File: config.mk
export PLATFORM = sky130hd
export DESIGN_NAME = nib_link
export DESIGN_NICKNAME = d
export VERILOG_FILES = /design/src/rtl/nl_pkg.sv /design/src/rtl/nl_ser.sv /design/src/rtl/nl_des.sv /design/src/rtl/nib_link.sv
export SDC_FILE = /design/constraint.sdc
export NUM_CORES = 1
export LEC_CHECK = 0
export BUFFER_PORTS_ARGS = -buffer_cell sky130_fd_sc_hd__buf_2
export CAP_MARGIN = 40
export CORE_MARGIN = 8
export CORE_UTILIZATION = 53
export CTS_CLUSTER_DIAMETER = 40
export CTS_CLUSTER_SIZE = 28
export DETAILED_ROUTE_END_ITERATION = 10
export PLACE_DENSITY_LB_ADDON = 0.2
export RECOVER_POWER = 100
export SYNTH_ARGS = -nofsm -noshare
export SYNTH_HDL_FRONTEND = slang
export SYNTH_SLANG_ARGS = --single-unit
File: constraint.sdc
create_clock -name clk -period 1.9 [get_ports clk]
set_clock_uncertainty 0.15 [all_clocks]
set_input_delay 0.19 -clock clk [delete_from_list [all_inputs] [get_ports clk]]
set_output_delay 0.19 -clock clk [all_outputs]
set_load 0.1 [all_outputs]
File: src/rtl/nl_pkg.sv
package nl_pkg;
    localparam int unsigned NL_WORD_W = 32;
    localparam int unsigned NL_NIB_W  = 4;

    typedef enum logic {
        NL_DIR_RX = 1'b0,
        NL_DIR_TX = 1'b1
    } nl_dir_e;
endpackage

File: src/rtl/nl_ser.sv
module nl_ser #(
    parameter int unsigned WORD_W = nl_pkg::NL_WORD_W,
    parameter int unsigned NIB_W  = nl_pkg::NL_NIB_W
) (
    input  logic              clk,
    input  logic              rst_n,
    input  logic              en,
    input  logic              in_valid,
    output logic              in_ready,
    input  logic [WORD_W-1:0] in_data,
    input  logic              space_i,
    output logic [NIB_W-1:0]  nib_o,
    output logic              vld_o,
    output logic              sof_o
);
    localparam int unsigned NIBS  = WORD_W / NIB_W;
    localparam int unsigned CNT_W = (NIBS > 1) ? $clog2(NIBS) : 1;
    localparam logic [CNT_W-1:0] LAST = CNT_W'(NIBS - 1);

    typedef struct packed {
        logic              busy;
        logic [CNT_W-1:0]  idx;
        logic [WORD_W-1:0] sh;
    } ser_st_t;

    ser_st_t st_d, st_q;
    logic    idle_ok;

    assign idle_ok = en & ~st_q.busy & space_i;

    always_comb begin
        st_d = st_q;
        if (idle_ok && in_valid) begin
            st_d.busy = 1'b1;
            st_d.idx  = '0;
            st_d.sh   = in_data;
        end else if (st_q.busy) begin
            st_d.sh = st_q.sh >> NIB_W;
            if (st_q.idx == LAST) begin
                st_d.busy = 1'b0;
                st_d.idx  = '0;
            end else begin
                st_d.idx = st_q.idx + 1'b1;
            end
        end
    end

    always_ff @(posedge clk or negedge rst_n) begin
        if (!rst_n) begin
            st_q <= '0;
        end else begin
            st_q <= st_d;
        end
    end

    assign in_ready = idle_ok;
    assign vld_o    = en & st_q.busy;
    assign sof_o    = en & st_q.busy & (st_q.idx == '0);
    assign nib_o    = (en & st_q.busy) ? st_q.sh[NIB_W-1:0] : '0;
endmodule

File: src/rtl/nl_des.sv
module nl_des #(
    parameter int unsigned WORD_W = nl_pkg::NL_WORD_W,
    parameter int unsigned NIB_W  = nl_pkg::NL_NIB_W
) (
    input  logic              clk,
    input  logic              rst_n,
    input  logic              en,
    input  logic [NIB_W-1:0]  nib_i,
    input  logic              vld_i,
    input  logic              sof_i,
    output logic              out_valid,
    input  logic              out_ready,
    output logic [WORD_W-1:0] out_data,
    output logic              space_o
);
    localparam int unsigned NIBS  = WORD_W / NIB_W;
    localparam int unsigned CNT_W = (NIBS > 1) ? $clog2(NIBS) : 1;
    localparam logic [CNT_W-1:0] LAST = CNT_W'(NIBS - 1);

    typedef struct packed {
        logic              full;
        logic              infr;
        logic [CNT_W-1:0]  cnt;
        logic [WORD_W-1:0] sh;
    } des_st_t;

    des_st_t           st_d, st_q;
    logic              take;
    logic [WORD_W-1:0] shifted;

    assign take    = en & vld_i & ~st_q.full;
    assign shifted = {nib_i, st_q.sh[WORD_W-1:NIB_W]};

    always_comb begin
        st_d = st_q;
        if (en && st_q.full && out_ready) begin
            st_d.full = 1'b0;
        end
        if (take) begin
            if (sof_i) begin
                st_d.sh   = shifted;
                st_d.cnt  = CNT_W'(1);
                st_d.infr = 1'b1;
            end else if (st_q.infr) begin
                st_d.sh = shifted;
                if (st_q.cnt == LAST) begin
                    st_d.full = 1'b1;
                    st_d.infr = 1'b0;
                    st_d.cnt  = '0;
                end else begin
                    st_d.cnt = st_q.cnt + 1'b1;
                end
            end
        end
    end

    always_ff @(posedge clk or negedge rst_n) begin
        if (!rst_n) begin
            st_q <= '0;
        end else begin
            st_q <= st_d;
        end
    end

    assign out_valid = en & st_q.full;
    assign out_data  = st_q.sh;
    assign space_o   = en & ~st_q.full;
endmodule

File: src/rtl/nib_link.sv
module nib_link #(
    parameter int unsigned WORD_W = nl_pkg::NL_WORD_W,
    parameter int unsigned NIB_W  = nl_pkg::NL_NIB_W
) (
    input  logic              clk,
    input  logic              rst_n,
    input  logic              cfg_tx,
    input  logic              in_valid,
    output logic              in_ready,
    input  logic [WORD_W-1:0] in_data,
    output logic              out_valid,
    input  logic              out_ready,
    output logic [WORD_W-1:0] out_data,
    output logic [NIB_W-1:0]  lnk_nib_o,
    output logic              lnk_vld_o,
    output logic              lnk_sof_o,
    output logic              lnk_space_o,
    input  logic [NIB_W-1:0]  lnk_nib_i,
    input  logic              lnk_vld_i,
    input  logic              lnk_sof_i,
    input  logic              lnk_space_i
);
    nl_pkg::nl_dir_e dir;
    logic            tx_en;
    logic            rx_en;

    assign dir   = nl_pkg::nl_dir_e'(cfg_tx);
    assign tx_en = (dir == nl_pkg::NL_DIR_TX);
    assign rx_en = (dir == nl_pkg::NL_DIR_RX);

    nl_ser #(.WORD_W(WORD_W), .NIB_W(NIB_W)) u_ser (
        .clk      (clk),
        .rst_n    (rst_n),
        .en       (tx_en),
        .in_valid (in_valid),
        .in_ready (in_ready),
        .in_data  (in_data),
        .space_i  (lnk_space_i),
        .nib_o    (lnk_nib_o),
        .vld_o    (lnk_vld_o),
        .sof_o    (lnk_sof_o)
    );

    nl_des #(.WORD_W(WORD_W), .NIB_W(NIB_W)) u_des (
        .clk       (clk),
        .rst_n     (rst_n),
        .en        (rx_en),
        .nib_i     (lnk_nib_i),
        .vld_i     (lnk_vld_i),
        .sof_i     (lnk_sof_i),
        .out_valid (out_valid),
        .out_ready (out_ready),
        .out_data  (out_data),
        .space_o   (lnk_space_o)
    );
endmodule

---- Word-level counts from Yosys, hierarchy flattened ----
Cells that the tools add are included.
storage, ports and cells
  input bits .............................. 44
  output and inout bits ................... 41
  register bits ........................... 73
  logic and storage cells ................. 41
operators by class
  add/sub/neg operators ................... 2
  equal/unequal tests ..................... 2
  muxes and demuxes ....................... 12
  reduce and logical (&&, ||, !) cells .... 7
  bitwise logic cells ..................... 11
operator list
  operator                                      count
  2-to-1 mux 36 bit                             3
  2-to-1 mux 37 bit                             2
  AND 1 bit                                     8
  adder 3 x 1 -> 3 bit (second input constant)  2
  equality test 3 bit (second input constant)   2
  2-to-1 mux 3 bit                              2
  2-to-1 mux 4 bit                              1
  nonzero test 2 bit                            2
  logical AND 1 bit                             3
  logical NOT 3 bit                             1
  2-to-1 mux 1 bit                              3
  inverter 1 bit                                3
  2-to-1 mux 2 bit                              1
  AND reduction 2 bit                           1

---- Logic depth before layout (Yosys ltp) ----
Gate-level depths: netlist (run 1).
  depth after elaboration ................. 8
  mapped depth ............................ 5
  depth with buffers taken out ............ 5

---- By module ----
From an unflattened synthesis (run 1), not the netlist that was laid out.
unflattened totals
  cells, all modules ...................... 251
  area total of the unflattened synthesis .. 3729.8 sq um
by module, submodules not included
  module    instances  area each (sq um)  sequential area each (sq um)  cells each
  nl_ser    1          1929.4             900.9                         129
  nl_des    1          1796.7             925.9                         121
  nib_link  1          3.8                0.0                           1

---- Worst setup path before layout (run 1) ----
OpenSTA, ideal clock, no wires.
  path kind ............................... input -> output
  from .................................... in cfg_tx
  to ...................................... out lnk_sof_o
  stages on the path ...................... 3
  slack ................................... -0.557 ns
  data arrival time ....................... 2.117 ns
  required time ........................... 1.560 ns
  cell sequence ........................... clkbuf_1 > and2_1 > and3b_1
on the way
  cells in the longest elaborated chain, start to end .. 2
RTL lines
  what           RTL line        source
  from (decl)    nib_link.sv:7   input logic cfg_tx,
  AND 1 bit      -
  net lnk_vld_o  nib_link.sv:15  output logic lnk_vld_o,
  AND 1 bit      nl_ser.sv:58    assign sof_o = en & st_q.busy & (st_q.idx == '0);
  to (decl)      nib_link.sv:16  output logic lnk_sof_o,
The timed path passes the listed nets, and every way through them passes these cells.

---- Final worst setup path (run 1) ----
  from .................................... reg u_ser.st_q[35] (netlist name)
  to ...................................... out lnk_sof_o
on the way
  cells in the longest elaborated chain, start to end .. 2
RTL lines
  what                     RTL line      source
  from (decl)              nl_ser.sv:26  ser_st_t st_d, st_q;
  from (signal assigned)   nl_ser.sv:52  st_q <= st_d;
  AND 1 bit (2 in series)  nl_ser.sv:58
Every way passes these cells.

==> results of run 1 <==
==> worst max path at each step <==
stage | startpoint | end | cells after the start
finish | u_ser.st_q[35] | lnk_sof_o | 3
global placement | u_des.st_q[36] | u_des.out_data[30] | 4
floorplan | cfg_tx | lnk_sof_o | 3
detailed placement | u_des.st_q[36] | u_des.out_data[0] | 4
CTS | u_ser.st_q[35] | in_ready | 3
global route | u_ser.st_q[35] | lnk_sof_o | 3
==> flip-flops by register name (all words and copies together) (netlist names) <==
name / count
u_ser.st_q: 36
u_des.out_data: 32
u_des.st_q: 5
==> cell families after synthesis <==
kind of cell	Yosys count	synth area share
buf+inv	50	0.0989
fa+ha+maj	5	0.0185
flops	73	0.539
simple gates	86	0.114
compound gates	43	0.0934
mux	32	0.136
==> layout make-up <==
type,instances,area [um^2]
Clock inverter,5,63.8
Timing Repair Buffer,128,897
Inverter,4,15.0
Tap cell,77,96.3
Fill cell,518,2080
Sequential cell,73,1830
Multi-Input combinational cell,166,1140
Clock buffer,11,151
==> synth_stat cells (2+ instances only) <==
master | n | area, um^2
dfrtp_1 | 73 | 1830
nand2_1 | 68 | 255
buf_4 | 32 | 240
a22oi_1 | 29 | 218
mux2_4 | 27 | 405
clkbuf_1 | 6 | 22.5
o21ai_0 | 6 | 30.0
and3_1 | 5 | 31.3
ha_1 | 5 | 62.6
mux2_2 | 5 | 56.3
a22o_1 | 4 | 35.0
buf_2 | 4 | 20.0
inv_1 | 4 | 15.0
buf_6 | 3 | 33.8
nor2_1 | 3 | 11.3
and3b_1 | 2 | 17.5
==> per-layer routing <==
layer	GRT usage	up-vias	share of wire
li1	-	1147	-
met1	0.205	1125	0.45
met2	0.267	77	0.47
met3	0.0320	11	0.055
met4	0.0819	0	0.022
met5	0	-	0
==> repair_timing <==
item | CTS | global route
hold buffers | 38 | 0
hold endpoints to repair | 79 | 0
endpoints found under the setup margin | 0 | 1
gates resized for setup | 0 | 1
==> worst register-to-register path, stage by stage (launching register included) <==
cell	delay, ps
dfrtp_1	440
nor3b_4	290
o21ai_4	90
clkbuf_4	300
mux2_1	390
==> metrics by stage <==
| step | setup slack (ps) | hold WS (ps) |
|---|---|---|
| 2_1_floorplan | -4.78 | -256 |
| 3_3_place_gp | 339 | 70.8 |
| 3_5_place_dp | 311 | 76.6 |
| 4_1_cts | 60.9 | 6.28 |
| 5_1_grt | 13.3 | 24.3 |
| 6_report | 83.9 | 22.9 |
==> results.md, run 1 <==
- Antenna Nets Post-Route: 0
- Slew headroom: 0.266
- HP Start: out_ready
- Antenna violations before repair: 0
- Worst r2r dst: u_des.out_data[29]
- TritonCTS buffer count: 9
- Clock-pin transition on the worst setup and hold timing paths: roughly 70 ps
- Syn avg cell area: roughly 12 um^2
- Num rows: 29
- Syn Inst Count: 289
- Number of synthesized flops with an enable pin: 0
- Vias per cell: between 5 and 6
- Vias in the first global route: 2,484
- Via count: ~2,400
- Hold path endpoint: u_des.st_q[36]
- Die W: about 96 um
- Cells after DPL: about 400
- Maxcap violations: 0
- Fin crit share: 0.956
- Final hold vios: 0
- H-tree depth: 3
- Most frequent cells in the layout: dfrtp_1, nand2_1, buf_2, dlygate4sd3_1, clkbuf_2
- Final min period: between 1500 and 2000 ps
- Slew Limit Fails: 0
- Synth Register Bits: 73
- Post-synth cell types: 29
- Layout cells sized above 1: 0.313
- CP Buf/Inv Count: 1
- Syn-to-layout area delta: 23.8%
- Fin util: 0.668
- Largest net degree at the start of global routing: 44
- RSZ-0062 raised after global routing: no
- Syn Nets: around 340
- Post-DP Area: between 3000 and 4000 um^2
- Post-CTS repair timing setup buffer count: 0
- Fmax: ~550 MHz
- Synth warn: 0
- Clock Latency Late Sink: about 330 ps
- # DRC: 0
- CP arrival: approximately 1500 ps
- GRT overflow: 0
- Die height: 96.0 um
- Worst Max-Slew Pin Slew: 1100 ps
- TritonCTS clock tree: done
- Largest delay share family, worst path: flip-flops
- CTS max path bufs: 2
- Setup TNS: 0 ps
- Port buffer count: 84
- CTS root buf: clkbuf_8
- Tot GR Track Use: 0.164
- Ant. Diodes: 0
- Final Non-Filler Cells: 464
- Slowest stage cell, crit path: dfrtp_1
- Mapped cell area: roughly 3400 um^2
- R2R setup slack: 130 ps
- Hpwl dp: about 4.4 mm
- Reg2reg start: u_des.st_q[36]
- Top Ports: 85
- Crit Path Max Fanout: 10
- Initial Utilization: 0.540
- Die area: about 9200 um^2
- Worst setup SP type: flip-flop
- Worst Hold Class: in2reg
- CP peak stage delay: 510 ps
- Crit end category: primary output
- Total core area: about 6300 um^2
- WP data required: about 1600 ps
- Finish-stage setup viols: 0
- Routed WL per cell: around 15 um
- Critical Path, Cell by Cell: and2_2 > and3b_2 > buf_12
- First-pass GRT wire length: approximately 12 mm
- Asr flop ratio synth: 1.00
- Post-Route WL: a little over 7 mm
- Most used DFF post-synth: dfrtp_1
- Initial drt markers: between 100 and 150
- Post-synthesis sequential area ratio: 0.539
- R2R cell count: 4
- Design area: between 4000 and 5000 um^2
- Status: completed
- WS Path Type: reg2out
- Cell count of the worst hold path: 3
- CTS sink count: 73
- GP Congestion: around 0.74
- DR pass1 iterations: 4
- # nets final: between 400 and 500
- Commonest non-fill, non-tap cell in the layout: dfrtp_1
Power of run 1 is left out: the tool's default activity adds up to more than one toggle a clock period on the data nets, which glitch-free logic cannot reach.
==> run 2, diff against run 1 <==
--- a/config.mk
+++ b/config.mk
@@ -7,13 +7,15 @@
 export LEC_CHECK = 0
 export BUFFER_PORTS_ARGS = -buffer_cell sky130_fd_sc_hd__buf_2
 export CAP_MARGIN = 40
-export CORE_MARGIN = 8
+export CORE_ASPECT_RATIO = 2
+export CORE_MARGIN = 1
 export CORE_UTILIZATION = 53
 export CTS_CLUSTER_DIAMETER = 40
 export CTS_CLUSTER_SIZE = 28
 export DETAILED_ROUTE_END_ITERATION = 10
 export PLACE_DENSITY_LB_ADDON = 0.2
 export RECOVER_POWER = 100
+export REMOVE_ABC_BUFFERS = 1
 export SYNTH_ARGS = -nofsm -noshare
 export SYNTH_HDL_FRONTEND = slang
 export SYNTH_SLANG_ARGS = --single-unit
==> results.md, run 2 (synthesis gave the netlist of run 1 again) <==
- Status: complete, but fails checks
- Failing checks: hold timing
- Critical Path, Cell by Cell: inv_1 > and3_1 > buf_2
- Final Non-Filler Cells: 474 (+2.2%)
- Final min period: 1790 ps (-25.7 ps)
- Clock Latency Late Sink: 320 ps (about the same)
- Vias in the first global route: 2,411 (-2.9%)
- Slew Limit Fails: 0 (unchanged)
- Number of flip-flops in the largest register: 36 (unchanged)
- Initial drt markers: 82 (-29%)
- CTS root buf: clkbuf_16
- Die area: 6740 um^2 (-27%)
- DR pass1 iterations: 4 (unchanged)
- Finish-stage setup viols: 0 (unchanged)
- Multi-input logic area: 1120 um^2 (-2.0%)
- Fillers: 497 (-4.1%)
- Maxcap violations: 0 (unchanged)
- Tot GR Track Use: 0.220 (+0.0556)
- Top Metal Used: met4
- RSZ-0062 raised after global routing: no
- GRT overflow: 0 (unchanged)
- FF+latch area: 1830 um^2 (about the same)
- Antenna Nets Post-Route: 0 (unchanged)
- DRT met1 WL: 2.84 mm (-12%)
- Most frequent cells in the layout: dfrtp_1, nand2_1, buf_2, dlygate4sd3_1, clkbuf_2
- TritonCTS clock tree: done
- Hold Slack: -27.5 ps (-50.4 ps)
- Setup TNS: 0 ps (unchanged)
- Biggest register: u_ser.st_q
- Crit Path Max Fanout: 11 (+1)
- R2R setup slack: 170 ps (+40 ps)
- # DRC: 0 (unchanged)
- Commonest non-fill, non-tap cell in the layout: dfrtp_1
- Die W: 58.5 um (-39%)
- Worst setup SP type: flip-flop
- WS Path Type: reg2out
- WP data required: 1560 ps (about the same)
- Num rows: 40 (+38%)
- Post-DP Area: 3790 um^2 (about the same)
- # nets final: 434 (+0.70%)
- Die height: 115 um (+20%)
- GP Congestion: 0.756 (+2.7%)
- Cells after DPL: 421 (+2.7%)
- Via count: 2,366 (+0.25%)
- Layout cells sized above 1: 0.297 (-0.0152)
- Final hold vios: 1 (+1)
- CTS max path bufs: 2 (unchanged)
- CTS sink count: 73 (unchanged)
- Crit end category: primary output
- Routed WL per cell: 13.9 um (-10%)
- First-pass GRT wire length: 11.1 mm (-6.4%)
- Total core area: 6110 um^2 (-2.7%)
- Port buffer count: 84 (unchanged)
- TritonCTS buffer count: 9 (unchanged)
- H-tree depth: 3 (unchanged)
- CP arrival: 1450 ps (-30 ps)
- Design area: 4290 um^2 (+2.2%)
- Vias per cell: 4.99 (-1.9%)
- Antenna violations before repair: 0 (unchanged)
- Largest net degree at the start of global routing: 36 (-18%)
- Worst Hold Class: in2reg
- Fmax: 559 MHz (+1.4%)
- Hpwl dp: 4.24 mm (-4.6%)
- Worst Max-Slew Pin Slew: 569 ps (-532 ps)
- CP peak stage delay: 470 ps (-40 ps)
- Slowest stage cell, crit path: dfrtp_2
- Post-Route WL: 6.58 mm (-8.5%)
- Fin crit share: 0.942 (-0.0135)
- Initial Utilization: 0.555 (+0.0152)
- Clock-pin transition on the worst setup and hold timing paths: 50 ps (-20 ps)
- Syn-to-layout area delta: 26.5%
- Slew headroom: 0.621 (+0.355)
- Top Ports: 85 (unchanged)
- WL met3: 246 um (-37%)
- Met2 WL: 3.33 mm (-2.2%)
- Ant. Diodes: 0 (unchanged)
run 2: timing repair:
action | 4_1_cts | 5_1_grt
hold buffers | 37 | 0
buffers inserted | 0 | 0
gates resized for setup | 1 | 1
hold endpoints to repair | 57 | 0
setup endpoints to repair | 2 | 6
run 2: stage by stage:
step	setup WS (ps)	util
4_1_cts	54.2	0.731
5_1_grt	21.8	0.702
3_3_place_gp	336	0.621
6_report	110	0.702
3_5_place_dp	292	0.621
2_1_floorplan	-1110	-
run 2: layer usage:
| layer | global-route usage | up-vias |
|---|---|---|
| met1 | 0.269 | 1131 |
| met4 | 0.113 | 0 |
| met3 | 0.0416 | 13 |
| li1 | - | 1150 |
| met2 | 0.364 | 72 |
| met5 | 0 | - |
run 2: critical path, delay by kind of cell, from the launching register on:
family	cells	cell delay, ps
and+or+nand+nor	1	140
DFF	1	470
buffers and inverters	2	510
run 2: layout make-up:
| cell class | instances | share of cell area |
|---|---|---|
| clock buffers | 15 | 0.0671 |
| inverters | 4 | 0.00350 |
| well taps | 84 | 0.0245 |
| multi-input cells | 166 | 0.262 |
| repair buffers | 131 | 0.215 |
| clock inverters | 1 | 0.00175 |
| flip-flops and latches | 73 | 0.426 |
run 2: path summary, 6_finish.rpt:
check | startpoint | end | cells past startpoint
worst max-delay path | u_ser.st_q[35] | in_ready | 3
worst min-delay path | lnk_sof_i | u_des.st_q[35] | 2
worst max register to register | u_ser.st_q[35] | u_ser.st_q[18] | 5
worst min register to register | u_ser.st_q[3] | u_ser.st_q[3] | 2
max in group asynchronous | rst_n | u_des.out_data[1] | 3
min in group asynchronous | rst_n | u_ser.st_q[14] | 2
Power of run 2 is left out for the same reason.
